--- src/rtl/wcls_pkg.sv ---
// Shared types and helpers for the warp-class-aware L2 replacement controller.
// Assumes class codes 0..2 are cache-friendly and all codes from 3 upward are low class.
package wcls_pkg;

    typedef enum logic [2:0] {
        WC_ALL_HIT     = 3'd0,
        WC_MOSTLY_HIT  = 3'd1,
        WC_BALANCED    = 3'd2,
        WC_MOSTLY_MISS = 3'd3,
        WC_ALL_MISS    = 3'd4
    } wclass_e;

    // True for classes whose lines are unlikely to be reused by their own warp.
    function automatic logic is_low_class(input logic [2:0] cls);
        return cls >= 3'(WC_MOSTLY_MISS);
    endfunction

endpackage

--- src/rtl/wcls_policy.sv ---
// Class-driven policy: decides bypass, allocation and insertion end for one request.
// Assumes req_hit comes from a tag array that only reports hits on valid ways.
module wcls_policy
    import wcls_pkg::*;
(
    input  logic       hit,
    input  logic [2:0] cls,
    input  logic       bypass_en,
    output logic       bypass,
    output logic       fill,
    output logic       to_lru
);

    logic low;

    // Classify the request and derive the three decisions.
    always_comb begin
        low    = is_low_class(cls);
        bypass = !hit && low && bypass_en;
        fill   = !hit && !bypass;
        to_lru = low;
    end

endmodule

--- src/rtl/wcls_victim.sv ---
// Victim selection for one set: lowest invalid way first, otherwise the oldest way.
// Assumes the ages form a permutation, so exactly one way holds the maximum age.
module wcls_victim #(
    parameter int WAYS  = 16,
    localparam int WAY_W = $clog2(WAYS)
) (
    input  logic [WAYS-1:0]            vld,
    input  logic [WAYS-1:0][WAY_W-1:0] age,
    output logic [WAY_W-1:0]           vic
);

    // Oldest way is the default; a lower invalid way overrides it.
    always_comb begin
        vic = '0;
        for (int i = 0; i < WAYS; i++) begin
            if (age[i] == WAY_W'(WAYS - 1)) vic = WAY_W'(i);
        end
        for (int i = WAYS - 1; i >= 0; i--) begin
            if (!vld[i]) vic = WAY_W'(i);
        end
    end

endmodule

--- src/rtl/wcls_age_update.sv ---
// Recency update for one set: moves a target way to the MRU end (age 0) or to the
// LRU end (age WAYS-1) and shifts the ways in between by one, preserving a permutation.
// Assumes the incoming ages are a permutation of 0..WAYS-1.
module wcls_age_update #(
    parameter int WAYS  = 16,
    localparam int WAY_W = $clog2(WAYS)
) (
    input  logic [WAYS-1:0][WAY_W-1:0] age_in,
    input  logic [WAY_W-1:0]           tgt,
    input  logic                       to_lru,
    output logic [WAYS-1:0][WAY_W-1:0] age_out
);

    logic [WAY_W-1:0] tgt_age;

    // Age currently held by the target way.
    always_comb tgt_age = age_in[tgt];

    for (genvar w = 0; w < WAYS; w++) begin : g_way
        // Per-way new age for the selected insertion end.
        always_comb begin
            if (WAY_W'(w) == tgt) begin
                age_out[w] = to_lru ? WAY_W'(WAYS - 1) : '0;
            end else if (to_lru) begin
                age_out[w] = (age_in[w] > tgt_age) ? age_in[w] - 1'b1 : age_in[w];
            end else begin
                age_out[w] = (age_in[w] < tgt_age) ? age_in[w] + 1'b1 : age_in[w];
            end
        end
    end

endmodule

--- src/rtl/wcls_l2_repl.sv ---
// Replacement and fill controller for one set-associative L2 bank. Holds per-set
// valid bits and true-LRU ages, and answers each request one cycle later with the
// bypass/fill decision, the insertion end and the way used.
// Assumes WAYS is a power of two, at most one request per cycle, and that hits
// are only reported on valid ways.
module wcls_l2_repl
    import wcls_pkg::*;
#(
    parameter int WAYS  = 16,
    parameter int SETS  = 16,
    localparam int WAY_W = $clog2(WAYS),
    localparam int SET_W = $clog2(SETS)
) (
    input  logic             clk,
    input  logic             rst_n,
    input  logic             bypass_en,
    input  logic             req_valid,
    input  logic [SET_W-1:0] req_set,
    input  logic             req_hit,
    input  logic [WAY_W-1:0] req_way,
    input  logic [2:0]       req_class,
    output logic             rsp_valid,
    output logic             rsp_bypass,
    output logic             rsp_fill,
    output logic             rsp_lru_ins,
    output logic [WAY_W-1:0] rsp_way
);

    logic [WAYS-1:0][WAY_W-1:0] age_q [SETS];
    logic [WAYS-1:0]            vld_q [SETS];

    logic [WAYS-1:0][WAY_W-1:0] cur_age, new_age;
    logic [WAYS-1:0]            cur_vld;
    logic                       bypass_c, fill_c, to_lru_c, upd_lru;
    logic [WAY_W-1:0]           vic_way, tgt_way;
    logic                       upd_en;
    logic [SET_W-1:0]           last_set_q;

    // Read the addressed set's state.
    always_comb begin
        cur_age = age_q[req_set];
        cur_vld = vld_q[req_set];
    end

    wcls_policy i_policy (
        .hit       (req_hit),
        .cls       (req_class),
        .bypass_en (bypass_en),
        .bypass    (bypass_c),
        .fill      (fill_c),
        .to_lru    (to_lru_c)
    );

    wcls_victim #(.WAYS(WAYS)) i_victim (
        .vld (cur_vld),
        .age (cur_age),
        .vic (vic_way)
    );

    // Pick the way to touch and whether the set's state changes.
    always_comb begin
        tgt_way = req_hit ? req_way : vic_way;
        upd_en  = req_valid && (req_hit || fill_c);
        upd_lru = !req_hit && to_lru_c;
    end

    wcls_age_update #(.WAYS(WAYS)) i_age_upd (
        .age_in  (cur_age),
        .tgt     (tgt_way),
        .to_lru  (upd_lru),
        .age_out (new_age)
    );

    // Recency and valid state: reset to ages 0..WAYS-1 and all invalid.
    always_ff @(posedge clk) begin
        if (!rst_n) begin
            for (int s = 0; s < SETS; s++) begin
                vld_q[s] <= '0;
                for (int w = 0; w < WAYS; w++) age_q[s][w] <= WAY_W'(w);
            end
        end else if (upd_en) begin
            age_q[req_set] <= new_age;
            if (fill_c) vld_q[req_set][tgt_way] <= 1'b1;
        end
    end

    // Register the decision one cycle after the request.
    always_ff @(posedge clk) begin
        if (!rst_n) begin
            rsp_valid   <= 1'b0;
            rsp_bypass  <= 1'b0;
            rsp_fill    <= 1'b0;
            rsp_lru_ins <= 1'b0;
            rsp_way     <= '0;
            last_set_q  <= '0;
        end else begin
            rsp_valid   <= req_valid;
            rsp_bypass  <= req_valid && bypass_c;
            rsp_fill    <= req_valid && fill_c;
            rsp_lru_ins <= req_valid && fill_c && to_lru_c;
            rsp_way     <= (req_valid && !bypass_c) ? tgt_way : '0;
            last_set_q  <= req_set;
        end
    end

    // Checker view: which ages appear in the set touched last.
    logic [WAYS-1:0] seen;
    always_comb begin
        seen = '0;
        for (int w = 0; w < WAYS; w++) seen[age_q[last_set_q][w]] = 1'b1;
    end

    AST_AGE_PERM: assert property (@(posedge clk) disable iff (!rst_n)
        rsp_valid |-> (&seen));

    AST_BYPASS_NO_FILL: assert property (@(posedge clk) disable iff (!rst_n)
        rsp_bypass |-> (!rsp_fill && !rsp_lru_ins));

    AST_LRU_INSERT: assert property (@(posedge clk) disable iff (!rst_n)
        (rsp_fill && rsp_lru_ins) |-> (age_q[last_set_q][rsp_way] == WAY_W'(WAYS - 1)));

    AST_MRU_INSERT: assert property (@(posedge clk) disable iff (!rst_n)
        (rsp_fill && !rsp_lru_ins) |-> (age_q[last_set_q][rsp_way] == '0));

    AST_HIT_PROMOTE: assert property (@(posedge clk) disable iff (!rst_n)
        (req_valid && req_hit) |=> (age_q[last_set_q][rsp_way] == '0 && !rsp_fill && !rsp_bypass));

    AST_VICTIM_OK: assert property (@(posedge clk) disable iff (!rst_n)
        (req_valid && fill_c) |-> (!cur_vld[vic_way] || cur_age[vic_way] == WAY_W'(WAYS - 1)));

    AST_RSP_TIMING: assert property (@(posedge clk) disable iff (!rst_n)
        req_valid |=> rsp_valid);

    AST_RSP_IDLE: assert property (@(posedge clk) disable iff (!rst_n)
        !req_valid |=> !rsp_valid);

endmodule

--- config.mk ---
export PLATFORM = sky130hd
export DESIGN_NAME = wcls_l2_repl
export DESIGN_NICKNAME = d
export VERILOG_FILES = /design/src/rtl/wcls_pkg.sv /design/src/rtl/wcls_policy.sv /design/src/rtl/wcls_victim.sv /design/src/rtl/wcls_age_update.sv /design/src/rtl/wcls_l2_repl.sv
export SDC_FILE = /design/constraint.sdc
export NUM_CORES = 2
export LEC_CHECK = 0
export ABC_AREA = 1
export BUFFER_PORTS_ARGS = -buffer_cell sky130_fd_sc_hd__buf_2
export CAP_MARGIN = 20
export CORE_MARGIN = 2
export CORE_UTILIZATION = 24
export DETAILED_ROUTE_END_ITERATION = 7
export GPL_ROUTABILITY_DRIVEN = 1
export MAX_ROUTING_LAYER = met4
export SLEW_MARGIN = 10
export SYNTH_ARGS = -nofsm -noshare
export SYNTH_HDL_FRONTEND = slang
export SYNTH_SLANG_ARGS = --single-unit
--- constraint.sdc ---
create_clock -name clk -period 10.5 [get_ports clk]
set_input_delay 1.575 -clock clk [delete_from_list [all_inputs] [get_ports clk]]
set_output_delay 1.575 -clock clk [all_outputs]
set_load 0.02 [all_outputs]
==> results.toml <==
[layout]
n_fill_cell = 26240
drive_gt1_share_pct = 11.80
area_delta_synth_final_pct = 13.82
fin_nets = 5877
fin_util_pct = 27.51
fin_cells = 9250

[worst_setup_path]
reg2reg_from = "age_q[4][4]$_SDFFCE_PN1P_"
start_kind = "input pin"
cp_num_cells = 36
crit_path_top_delay_cell = "nor2_4"
critPathMaxStageDelay_ns = 0.67
reg2reg_slack_ns = 3.16
r2r-end = "age_q[15][51]$_SDFFCE_PN1P_"
worstPathRequired_ns = 10.98
crit_family = "simple AND/OR/NAND/NOR gates"
rr_worst_depth = 55
path_class = "input pin to flip-flop"
worstPathArrival_ns = 10.44
critical_path.most_common_cell = "nand2_1"
endpoint_kind = "flip-flop"
cp_max_fo = 43
cp_num_buf_inv = 8

[placement]
place_hpwl_um = 126400
gp_congestion = 0.9720
dp_cells = 8986
portBuffers = 23
preCtsSetupSlack_ns = 0.09065

[synth]
synth_cell_types = 53
yosysSeqAreaShare_pct = 59.19
syn-cell-area_mm2 = 0.06088
synth_area_per_cell_um2 = 10.23
syn_nets = 6047
synth_cells = 5951
ys_seq_elements = 1288
yosysWarnings = 0

[floorplan]
rows = 184
ioPinCount = 24
dieArea_mm2 = 0.2577
core_mm2 = 0.2519
start_util_pct = 24.17
chipHeight_um = 507.6
die_x_um = 507.6

[worst_hold_path]
hold_class = "flip-flop to flip-flop"
min_from = "vld_q[8][0]$_DFF_P_"
hold_end = "vld_q[8][0]$_DFF_P_"
worstHoldPathCells = 2

[run_status]
violations = "DRC"
outcome = "finished, violations left"

[routing]
drtPass1Iterations = 8
drtAntennaViolNets = 0
wirelength_um = 221400
avgRoutedWirePerCell_um = 23.93
via_per_inst = 5.337
num_vias = 49370
drt_iter0_markers = 7004
drc_errors = 3

[sta]
slew_headroom_pct = 23.40
finalHoldViolCount = 0
maxSlewViolCount = 0
final.setup_skew_ns = 0.04213
fin_crit_ns = 9.954
max_freq_mhz = 100.5
rsz0062_at_grt = "false"
post-route-period-util_pct = 94.80
worst_pin_slew_ns = 1.142
tns_ns = 0
setup_viol = 0
setup_slack_ns = 0.5460

[clock_network]
clockBufferDepth = 3
cts_buffers = 139
cts_tree = "yes"
htree_num_levels = 4
clk_latency_ns = 0.81
cts.clk_slew.worst_paths_ns = 0.06
hold_buffers = 0
postCtsSetupBuffers = 0
ctsResizeCount = 0
cts_sinks = 1288
cts_root_buf = "clkbuf_16"

[grt]
grt_max_degree = 136
grt_pass1_wl_um = 319600
grt_usage_pct = 17.02
antenna_found_initial = 11
grt_pass1_vias = 47060
overflow = 0

[run]
drv_cap = 0

[power_and_ir_drop]
peakVddDrop_uv = 164.9
powerDensity_mw_per_mm2 = 184.1
leakagePower_nw = 21.94
finalPower_mw = 12.76
==> report_power, final <==
| group | internal (mW) | total, mW | switching, mW |
|---|---|---|---|
| combinational | 0.509 | 2.17 | 1.66 |
| clock | 2.75 | 4.94 | 2.19 |
| sequential | 5.61 | 5.64 | 0.0301 |
| total | 8.87 | 12.8 | 3.88 |
==> cell usage in the layout, fill, tap and decap left out, types with 54 or more instances in the layout <==
cell type     n
dfxtp_1     264
inv_1       319
a21oi_1     530
buf_4       168
nand2_2      75
ha_1         80
a21oi_2      78
a22oi_1     462
nand4_1      61
nor2_1       54
o22ai_1     378
nand3_1     663
edfxtp_1   1024
nand2_1    1014
o21ai_0     102
clkbuf_16   140
==> synth_stat cells (all sizes together) <==
cell	instances	area [um2]
ha	80	1001
a22o	1	8.760
a221oi	2	17.52
a22oi	465	3506
nor2	78	331.6
a31oi	2	12.51
inv	357	1340
dlygate4sd1	12	105.1
xor2	31	271.5
clkinv	20	75.07
nand3	676	3448
o221ai	4	35.03
or4	9	67.56
a41oi	1	8.760
nand4	75	574.3
o21ai	156	807.0
a2111oi	1	8.760
a21boi	3	22.52
o22ai	378	2365
nand3b	3	22.52
or2	7	43.80
nor3	16	90.09
xnor2	35	306.5
nand2	1118	4439
dfxtp	264	5285
o2111ai	2	17.52
edfxtp	1024	30750
clkbuf	325	1220
a31o	1	8.760
or3	3	18.77
a21oi	613	3406
buf	189	1264
==> layer usage <==
| layer | GRT usage, % | vias up | share of wire, % |
|---|---|---|---|
| li1 | - | 21340 | - |
| met1 | 21.76 | 24410 | 39 |
| met2 | 26.15 | 3044 | 45 |
| met3 | 4.179 | 579 | 12 |
| met4 | 5.954 | 0 | 3.5 |
| met5 | - | - | 0 |
==> state kept, by name (all words and copies together) (netlist names) <==
register and cells:
age_q 1024, rsp_bypass 1, rsp_fill 1, rsp_lru_ins 1, rsp_valid 1, rsp_way 4, vld_q 256
==> worst max path at each step <==
stage,startpoint,endpoint,slack [ns]
global route,req_set[1],age_q[6][51]$_SDFFCE_PN1P_,0.17
CTS,req_set[1],age_q[3][44]$_SDFFCE_PN1P_,0.92
global placement,req_set[1],age_q[15][51]$_SDFFCE_PN1P_,0.11
finish,req_set[1],age_q[15][51]$_SDFFCE_PN1P_,0.55
floorplan,req_set[0],age_q[0][33]$_SDFFCE_PN0P_,0.74
detailed placement,req_set[1],age_q[3][44]$_SDFFCE_PN1P_,0.09
==> stage by stage <==
stage	hold slack (ns)	cell area (um2)
after floorplan	0.4254	60880
after CTS	0.4581	69230
after global placement	0.4331	64530
final	0.4531	69290
after global routing	0.4839	69290
after detailed placement	0.4433	64660
==> tightest hold or removal path, cell delays in order (launching register included) <==
cell and delay [ns]:
dfxtp_1 0.32, nand2_1 0.04, o21ai_0 0.05
==> kinds of logic (layout without fill, tap and decap cells) <==
family | after synthesis | after routing | share of synthesized area (%)
other | 0 | 6 | 0
adder cells (fa/ha/maj) | 80 | 80 | 1.644
buffers and inverters | 903 | 848 | 6.577
AND/OR/NAND/NOR | 1985 | 1985 | 14.84
AO/OA/AOI/OAI | 1629 | 1629 | 16.79
flip-flops | 1288 | 1288 | 59.19
XOR/XNOR | 66 | 66 | 0.9495
==> cell type report <==
class	count	area, um2	area share, %
antenna	6	15.01	0.02167
tap	3348	4189	6.046
clock buffer	193	3754	5.417
timing repair buffer	215	1872	2.701
clock inverter	63	815.8	1.177
sequential	1288	36030	52.01
inverter	377	1431	2.066
multi-input combinational	3760	21180	30.56
No activity file was read; power rests on OpenSTA's default activity.
